File: config.mk
export PLATFORM = sky130hd
export DESIGN_NAME = tick_timer_unit
export DESIGN_NICKNAME = d
export VERILOG_FILES = /design/src/rtl/tt_pkg.sv /design/src/rtl/tt_mode_fsm.sv /design/src/rtl/tt_counter.sv /design/src/rtl/tt_match_pend.sv /design/src/rtl/tick_timer_unit.sv
export SDC_FILE = /design/constraint.sdc
export NUM_CORES = 1
export LEC_CHECK = 0
export BUFFER_PORTS_ARGS = -buffer_cell sky130_fd_sc_hd__clkbuf_2
export CELL_PAD_IN_SITES_DETAIL_PLACEMENT = 1
export CELL_PAD_IN_SITES_GLOBAL_PLACEMENT = 2
export CORE_MARGIN = 1
export CORE_UTILIZATION = 30
export CTS_CLUSTER_DIAMETER = 80
export DETAILED_ROUTE_END_ITERATION = 10
export PLACE_DENSITY = 0.75
export SLEW_MARGIN = 5
export SYNTH_ARGS = -nofsm -noshare
export SYNTH_HDL_FRONTEND = slang
export SYNTH_SLANG_ARGS = --single-unit
File: constraint.sdc
create_clock -name clk -period 3.3 [get_ports clk]
set_input_delay 0.33 -clock clk [delete_from_list [all_inputs] [get_ports clk]]
set_output_delay 0.33 -clock clk [all_outputs]
set_load 0.05 [all_outputs]
File: src/rtl/tt_pkg.sv
package tt_pkg;

    typedef enum logic [2:0] {
        TS_OFF,
        TS_RESTART,
        TS_SINGLE,
        TS_SINGLE_DONE,
        TS_FREE
    } tt_state_e;

    typedef enum logic [1:0] {
        CA_HOLD,
        CA_INC,
        CA_CLEAR
    } cnt_act_e;

    localparam logic [1:0] MODE_OFF     = 2'b00;
    localparam logic [1:0] MODE_RESTART = 2'b01;
    localparam logic [1:0] MODE_SINGLE  = 2'b10;
    localparam logic [1:0] MODE_FREE    = 2'b11;

    localparam logic [1:0] ADDR_COUNT = 2'd0;
    localparam logic [1:0] ADDR_MODE  = 2'd1;
    localparam logic [1:0] ADDR_CAP   = 2'd2;

endpackage

File: src/rtl/tt_mode_fsm.sv
module tt_mode_fsm
    import tt_pkg::*;
(
    input  logic       clk,
    input  logic       rst_n,
    input  logic       mode_wr,
    input  logic [1:0] mode_wdata,
    input  logic       match,
    output logic       armed_o,
    output cnt_act_e   act_o,
    output logic [1:0] mode_rd_o
);

    tt_state_e state_q;
    tt_state_e state_d;

    // next-state selection
    always_comb begin
        state_d = state_q;
        if (mode_wr) begin
            unique case (mode_wdata)
                MODE_OFF:     state_d = TS_OFF;
                MODE_RESTART: state_d = TS_RESTART;
                MODE_SINGLE:  state_d = TS_SINGLE;
                MODE_FREE:    state_d = TS_FREE;
                default:      state_d = TS_OFF;
            endcase
        end else if (state_q == TS_SINGLE && match) begin
            state_d = TS_SINGLE_DONE;
        end
    end

    // state register
    always_ff @(posedge clk or negedge rst_n) begin
        if (!rst_n) begin
            state_q <= TS_OFF;
        end else begin
            state_q <= state_d;
        end
    end

    // per-state outputs
    always_comb begin
        armed_o   = 1'b0;
        act_o     = CA_HOLD;
        mode_rd_o = MODE_OFF;
        unique case (state_q)
            TS_OFF: begin
                armed_o   = 1'b0;
                act_o     = CA_HOLD;
                mode_rd_o = MODE_OFF;
            end
            TS_RESTART: begin
                armed_o   = 1'b1;
                act_o     = match ? CA_CLEAR : CA_INC;
                mode_rd_o = MODE_RESTART;
            end
            TS_SINGLE: begin
                armed_o   = 1'b1;
                act_o     = match ? CA_HOLD : CA_INC;
                mode_rd_o = MODE_SINGLE;
            end
            TS_SINGLE_DONE: begin
                armed_o   = 1'b0;
                act_o     = CA_HOLD;
                mode_rd_o = MODE_SINGLE;
            end
            TS_FREE: begin
                armed_o   = 1'b1;
                act_o     = CA_INC;
                mode_rd_o = MODE_FREE;
            end
            default: begin
                armed_o   = 1'b0;
                act_o     = CA_HOLD;
                mode_rd_o = MODE_OFF;
            end
        endcase
    end


    done_parked_chk: assert property (@(posedge clk) disable iff (!rst_n)
        (state_q == TS_SINGLE_DONE && !mode_wr) |=> (state_q == TS_SINGLE_DONE));


    single_stop_chk: assert property (@(posedge clk) disable iff (!rst_n)
        (state_q == TS_SINGLE && match && !mode_wr) |=> (state_q == TS_SINGLE_DONE));


    off_quiet_chk: assert property (@(posedge clk) disable iff (!rst_n)
        (state_q == TS_OFF) |-> (act_o == CA_HOLD));

endmodule

File: src/rtl/tt_counter.sv
module tt_counter
    import tt_pkg::*;
#(
    parameter int CNT_W = 32
) (
    input  logic             clk,
    input  logic             rst_n,
    input  logic             cnt_wr,
    input  logic [CNT_W-1:0] cnt_wdata,
    input  cnt_act_e         act,
    output logic [CNT_W-1:0] count_o
);

    localparam logic [CNT_W-1:0] ONE = {{(CNT_W-1){1'b0}}, 1'b1};

    logic [CNT_W-1:0] count_q;

    always_ff @(posedge clk or negedge rst_n) begin
        if (!rst_n) begin
            count_q <= '0;
        end else if (cnt_wr) begin
            count_q <= cnt_wdata;
        end else begin
            unique case (act)
                CA_HOLD:  count_q <= count_q;
                CA_INC:   count_q <= count_q + ONE;
                CA_CLEAR: count_q <= '0;
                default:  count_q <= count_q;
            endcase
        end
    end

    assign count_o = count_q;


    load_wins_chk: assert property (@(posedge clk) disable iff (!rst_n)
        cnt_wr |=> (count_q == $past(cnt_wdata)));


    step_one_chk: assert property (@(posedge clk) disable iff (!rst_n)
        (act == CA_INC && !cnt_wr) |=> (count_q == $past(count_q) + ONE));


    hold_still_chk: assert property (@(posedge clk) disable iff (!rst_n)
        (act == CA_HOLD && !cnt_wr) |=> $stable(count_q));


    restart_zero_chk: assert property (@(posedge clk) disable iff (!rst_n)
        (act == CA_CLEAR && !cnt_wr) |=> (count_q == '0));

endmodule

File: src/rtl/tt_match_pend.sv
module tt_match_pend #(
    parameter int PER_W = 28
) (
    input  logic             clk,
    input  logic             rst_n,
    input  logic [PER_W-1:0] cnt_lo,
    input  logic             armed,
    input  logic             mode_wr,
    input  logic             wr_ie,
    input  logic             wr_ip,
    input  logic [PER_W-1:0] wr_period,
    output logic             match_o,
    output logic             ie_o,
    output logic             ip_o,
    output logic [PER_W-1:0] period_o,
    output logic             irq_o
);

    logic             ie_q, ip_q, irq_q;
    logic [PER_W-1:0] period_q;
    logic             ie_d, ip_d;

    assign match_o = armed && (cnt_lo == period_q);

    always_comb begin
        ie_d = mode_wr ? wr_ie : ie_q;
        ip_d = (mode_wr ? wr_ip : ip_q) | match_o;
    end

    always_ff @(posedge clk or negedge rst_n) begin
        if (!rst_n) begin
            ie_q     <= 1'b0;
            ip_q     <= 1'b0;
            irq_q    <= 1'b0;
            period_q <= '0;
        end else begin
            ie_q  <= ie_d;
            ip_q  <= ip_d;
            irq_q <= ie_d & ip_d;
            if (mode_wr) begin
                period_q <= wr_period;
            end
        end
    end

    assign ie_o     = ie_q;
    assign ip_o     = ip_q;
    assign period_o = period_q;
    assign irq_o    = irq_q;


    pend_sticky_chk: assert property (@(posedge clk) disable iff (!rst_n)
        (ip_q && !mode_wr) |=> ip_q);


    match_sets_chk: assert property (@(posedge clk) disable iff (!rst_n)
        match_o |=> ip_q);


    irq_level_chk: assert property (@(posedge clk) disable iff (!rst_n)
        irq_q == (ip_q && ie_q));


    period_keep_chk: assert property (@(posedge clk) disable iff (!rst_n)
        !mode_wr |=> $stable(period_q));

endmodule

File: src/rtl/tick_timer_unit.sv
module tick_timer_unit
    import tt_pkg::*;
#(
    parameter int CNT_W   = 32,
    parameter int PER_W   = 28,
    parameter int CAP_BIT = 10
) (
    input  logic        clk,
    input  logic        rst_n,
    input  logic        reg_wr_en,
    input  logic [1:0]  reg_addr,
    input  logic [31:0] reg_wdata,
    output logic [31:0] reg_rdata,
    output logic        irq_o
);

    localparam int IP_BIT  = PER_W;
    localparam int IE_BIT  = PER_W + 1;
    localparam int MODE_LO = PER_W + 2;

    logic             cnt_wr, mode_wr;
    logic [CNT_W-1:0] count;
    logic             armed, match, ie, ip;
    logic [PER_W-1:0] period;
    logic [1:0]       mode_rd;
    cnt_act_e         act;

    assign cnt_wr  = reg_wr_en && (reg_addr == ADDR_COUNT);
    assign mode_wr = reg_wr_en && (reg_addr == ADDR_MODE);

    tt_mode_fsm u_fsm (
        .clk        (clk),
        .rst_n      (rst_n),
        .mode_wr    (mode_wr),
        .mode_wdata (reg_wdata[MODE_LO +: 2]),
        .match      (match),
        .armed_o    (armed),
        .act_o      (act),
        .mode_rd_o  (mode_rd)
    );

    tt_counter #(.CNT_W(CNT_W)) u_cnt (
        .clk       (clk),
        .rst_n     (rst_n),
        .cnt_wr    (cnt_wr),
        .cnt_wdata (reg_wdata[CNT_W-1:0]),
        .act       (act),
        .count_o   (count)
    );

    tt_match_pend #(.PER_W(PER_W)) u_cmp (
        .clk       (clk),
        .rst_n     (rst_n),
        .cnt_lo    (count[PER_W-1:0]),
        .armed     (armed),
        .mode_wr   (mode_wr),
        .wr_ie     (reg_wdata[IE_BIT]),
        .wr_ip     (reg_wdata[IP_BIT]),
        .wr_period (reg_wdata[PER_W-1:0]),
        .match_o   (match),
        .ie_o      (ie),
        .ip_o      (ip),
        .period_o  (period),
        .irq_o     (irq_o)
    );

    always_comb begin
        reg_rdata = '0;
        case (reg_addr)
            ADDR_COUNT: reg_rdata[CNT_W-1:0] = count;
            ADDR_MODE: begin
                reg_rdata[MODE_LO +: 2]  = mode_rd;
                reg_rdata[IE_BIT]        = ie;
                reg_rdata[IP_BIT]        = ip;
                reg_rdata[PER_W-1:0]     = period;
            end
            ADDR_CAP:   reg_rdata[CAP_BIT] = 1'b1;
            default:    reg_rdata = '0;
        endcase
    end


    quiet_ack_chk: assert property (@(posedge clk) disable iff (!rst_n)
        (mode_wr && !reg_wdata[IE_BIT]) |=> !irq_o);


    irq_needs_en_chk: assert property (@(posedge clk) disable iff (!rst_n)
        irq_o |-> (ie && ip));

endmodule

==> results.json <==
{
  "switchingPower_mw": 1.31,
  "n_antenna_cell": 0,
  "cts_buffers": 9,
  "area_growth_pct": 19.1,
  "synth_seq_cells": 66,
  "power_per_cell_area_nw_per_um2": 663,
  "setup_ws_ns": 0.606,
  "tritoncts": "done",
  "post_synth.cell_area_avg_um2": 8.86,
  "drt-total-wl_um": 13900,
  "tightest_slew_ns": 0.801,
  "gp_congestion": 0.834,
  "cts_resized": 0,
  "wire_per_inst_um": 19.4,
  "switching_share_pct": 39.6,
  "clkPwrFrac_pct": 29.9,
  "die_area_um2": 14500,
  "mostFrequentLayoutCells": "68 x clkbuf_2, 66 x dfrtp_1, 65 x a21oi_1, 55 x nand2_1, 42 x nor2_1",
  "hold_viol_final": 0,
  "syn_inst": 473,
  "port_buffers": 69,
  "die_w_um": 120,
  "initial_core_util_pct": 31.2,
  "rsz0062_at_grt": "no",
  "min_path_type": "in -> async",
  "crit_arrival_ns": 2.88,
  "ys_seq_area_share_pct": 39.4,
  "final.setup_skew_ns": 0.00584,
  "viasPerCell": 5.39,
  "grt_pass1_vias": 4029,
  "yosys.cell_types.count": 48,
  "crit_start": "u_cnt.count_o[4]$_DFFE_PN0P_",
  "reg2regPathDepth": 8,
  "p_leak_nw": 2.18,
  "die_h_um": 120,
  "p_comb_share_pct": 32.6,
  "relSlewSlack_pct": 46.6,
  "drive_gt1_share_pct": 25.1,
  "drc_errors": 0,
  "path_max_fanout": 19,
  "num_vias": 3849,
  "synth_fp_nets": 511,
  "tns_ns": 0,
  "syn_area_um2": 4190,
  "outcome": "complete, no violations",
  "drv_slew": 0,
  "gr-total-overflow": 0,
  "synth_edf_count": 0,
  "use_met3_pct": 3.58,
  "ios": 70,
  "holdWs_ns": 0.0775,
  "final_common_cell": "clkbuf_2",
  "clk_latency_ns": 0.34,
  "period_needed_ns": 2.69,
  "grtUsageMet1_pct": 26.6,
  "rr_endpoint": "u_cnt.count_o[27]$_DFFE_PN0P_",
  "start_kind": "register",
  "busiest_layer": "met2",
  "r2r_slack_ns": 0.61,
  "h-tree-depth": 3,
  "synth_ff_type": "dfrtp_1",
  "end_kind": "register",
  "p_int_mw": 2.00,
  "core-area_um2": 13500,
  "ant_nets": 0,
  "post-cts-setup-buffers": 0,
  "grt_max_degree": 37,
  "cts_root_buffer": "clkbuf_16",
  "grt_pass1_wl_um": 22300,
  "critical_path_class": "reg -> reg",
  "r2r-start": "u_cnt.count_o[4]$_DFFE_PN0P_",
  "track_usage_pct": 20.4,
  "antenna_found_initial": 0,
  "crit_required_ns": 3.48,
  "layout.nets": 571,
  "yosys_warnings": 0,
  "ir_worst_vdd_mv": 0.204,
  "fmax_mhz": 371,
  "hold_buffers": 0,
  "maxCapViolations": 0,
  "cts_sinks": 66,
  "critPathCapture": "u_cnt.count_o[27]$_DFFE_PN0P_",
  "met2_usage_pct": 33.8,
  "drt_iter0_drc": 191,
  "synthArstFlopShare_pct": 100,
  "sequentialPowerShare_pct": 37.4,
  "firstDrtPassIters": 4,
  "clk_transition_reported_paths_ns": 0.05,
  "fill_cells": 1639,
  "cts_buffer_depth": 2,
  "period_share_pct": 81.6,
  "setup_viol": 0,
  "pre_cts_ws_ns": 0.631,
  "hpwl_um": 9900,
  "rows": 42
}
worst max-delay path: stages, from the launching register on:
cell      delay, ns
dfrtp_1        0.46
xnor2_1        0.28
nand4_1        0.17
nor4_2         0.36
nand3_1        0.17
a211o_1        0.52
buf_4          0.32
a21oi_1        0.18
a311oi_1       0.07
cell type report:
cell class,instances,area [um2],area share [%]
Clock inverter,2,35.0,0.702
Multi-Input combinational cell,368,2360,47.3
Sequential cell,66,1650,33.1
Clock buffer,14,264,5.29
Tap cell,176,220,4.41
Timing Repair Buffer,81,435,8.72
Inverter,7,26.3,0.526
cell families (layout without fill, tap and decap cells):
| family | Yosys count | after routing | share of synthesized area, % |
|---|---|---|---|
| adder cells (fa/ha/maj) | 1 | 1 | 0.298 |
| multiplexers | 60 | 60 | 15.2 |
| AND/OR/NAND/NOR | 151 | 151 | 17.3 |
| flip-flops | 66 | 66 | 39.4 |
| buffers and inverters | 39 | 104 | 4.48 |
| XOR/XNOR | 28 | 28 | 5.85 |
| AO/OA/AOI/OAI | 128 | 128 | 17.5 |
registers in the layout (all words and copies together) (netlist names):
register,count
u_cmp.ie_o,1
u_cmp.irq_o,1
u_cnt.count_o,32
u_cmp.period_o,28
u_cmp.ip_o,1
u_fsm.state_q,3
worst min path at each step:
| stage | from | end | cells after the start |
|---|---|---|---|
| after global placement | rst_n | u_cmp.period_o[14]$_DFFE_PN0P_ | 1 |
| after CTS | rst_n | u_cmp.period_o[13]$_DFFE_PN0P_ | 1 |
| after global routing | rst_n | u_cnt.count_o[15]$_DFFE_PN0P_ | 1 |
| final | rst_n | u_cmp.period_o[15]$_DFFE_PN0P_ | 1 |
| after floorplan | rst_n | u_cmp.ie_o$_DFF_PN0_ | 0 |
| after detailed placement | rst_n | u_cmp.period_o[15]$_DFFE_PN0P_ | 1 |
layer usage:
layer  vias to the layer above  routed length, um
met5                         -                  0
met4                         0                245
met3                        18                521
met2                        87               6650
met1                      1934               6460
li1                       1810                  -
through the flow:
step	std cells	utilization, %	power [mW]	cell area [um2]
finish	714	37.1	3.31	4990
global placement	698	34.9	2.30	4690
global route	714	37.1	3.49	4990
floorplan	473	-	1.99	4190
CTS	714	37.1	3.34	4990
detailed placement	698	34.9	2.32	4690
power groups by stage:
stage,registers (mW),clock network (mW),logic (mW)
floorplan,1.15,0,0.838
global placement,1.23,0,1.07
detailed placement,1.25,0,1.07
CTS,1.23,1.02,1.08
global route,1.27,1.05,1.17
finish,1.24,0.990,1.08
synth_stat cells, types with 2 or more instances:
library cell | number | area [um2]
nand4_1 | 10 | 62.6
xnor2_1 | 24 | 210
and3_1 | 4 | 25.0
mux2_2 | 29 | 327
clkbuf_1 | 12 | 45.0
o21ai_0 | 29 | 145
a21oi_1 | 65 | 325
and2_1 | 3 | 18.8
nor2_1 | 42 | 158
mux2i_1 | 31 | 310
buf_1 | 8 | 30.0
nor2b_1 | 2 | 12.5
nand2_1 | 55 | 206
xor2_1 | 4 | 35.0
nand2b_1 | 5 | 31.3
nor3_1 | 2 | 10.0
dfrtp_1 | 66 | 1650
nand3_1 | 13 | 65.1
buf_2 | 6 | 30.0
inv_1 | 7 | 26.3
or2_2 | 4 | 25.0
buf_4 | 3 | 22.5
o31ai_1 | 20 | 150
a311oi_1 | 2 | 17.5
buf_6 | 3 | 33.8
a22o_1 | 2 | 17.5
(Power assumes the default switching activity.)
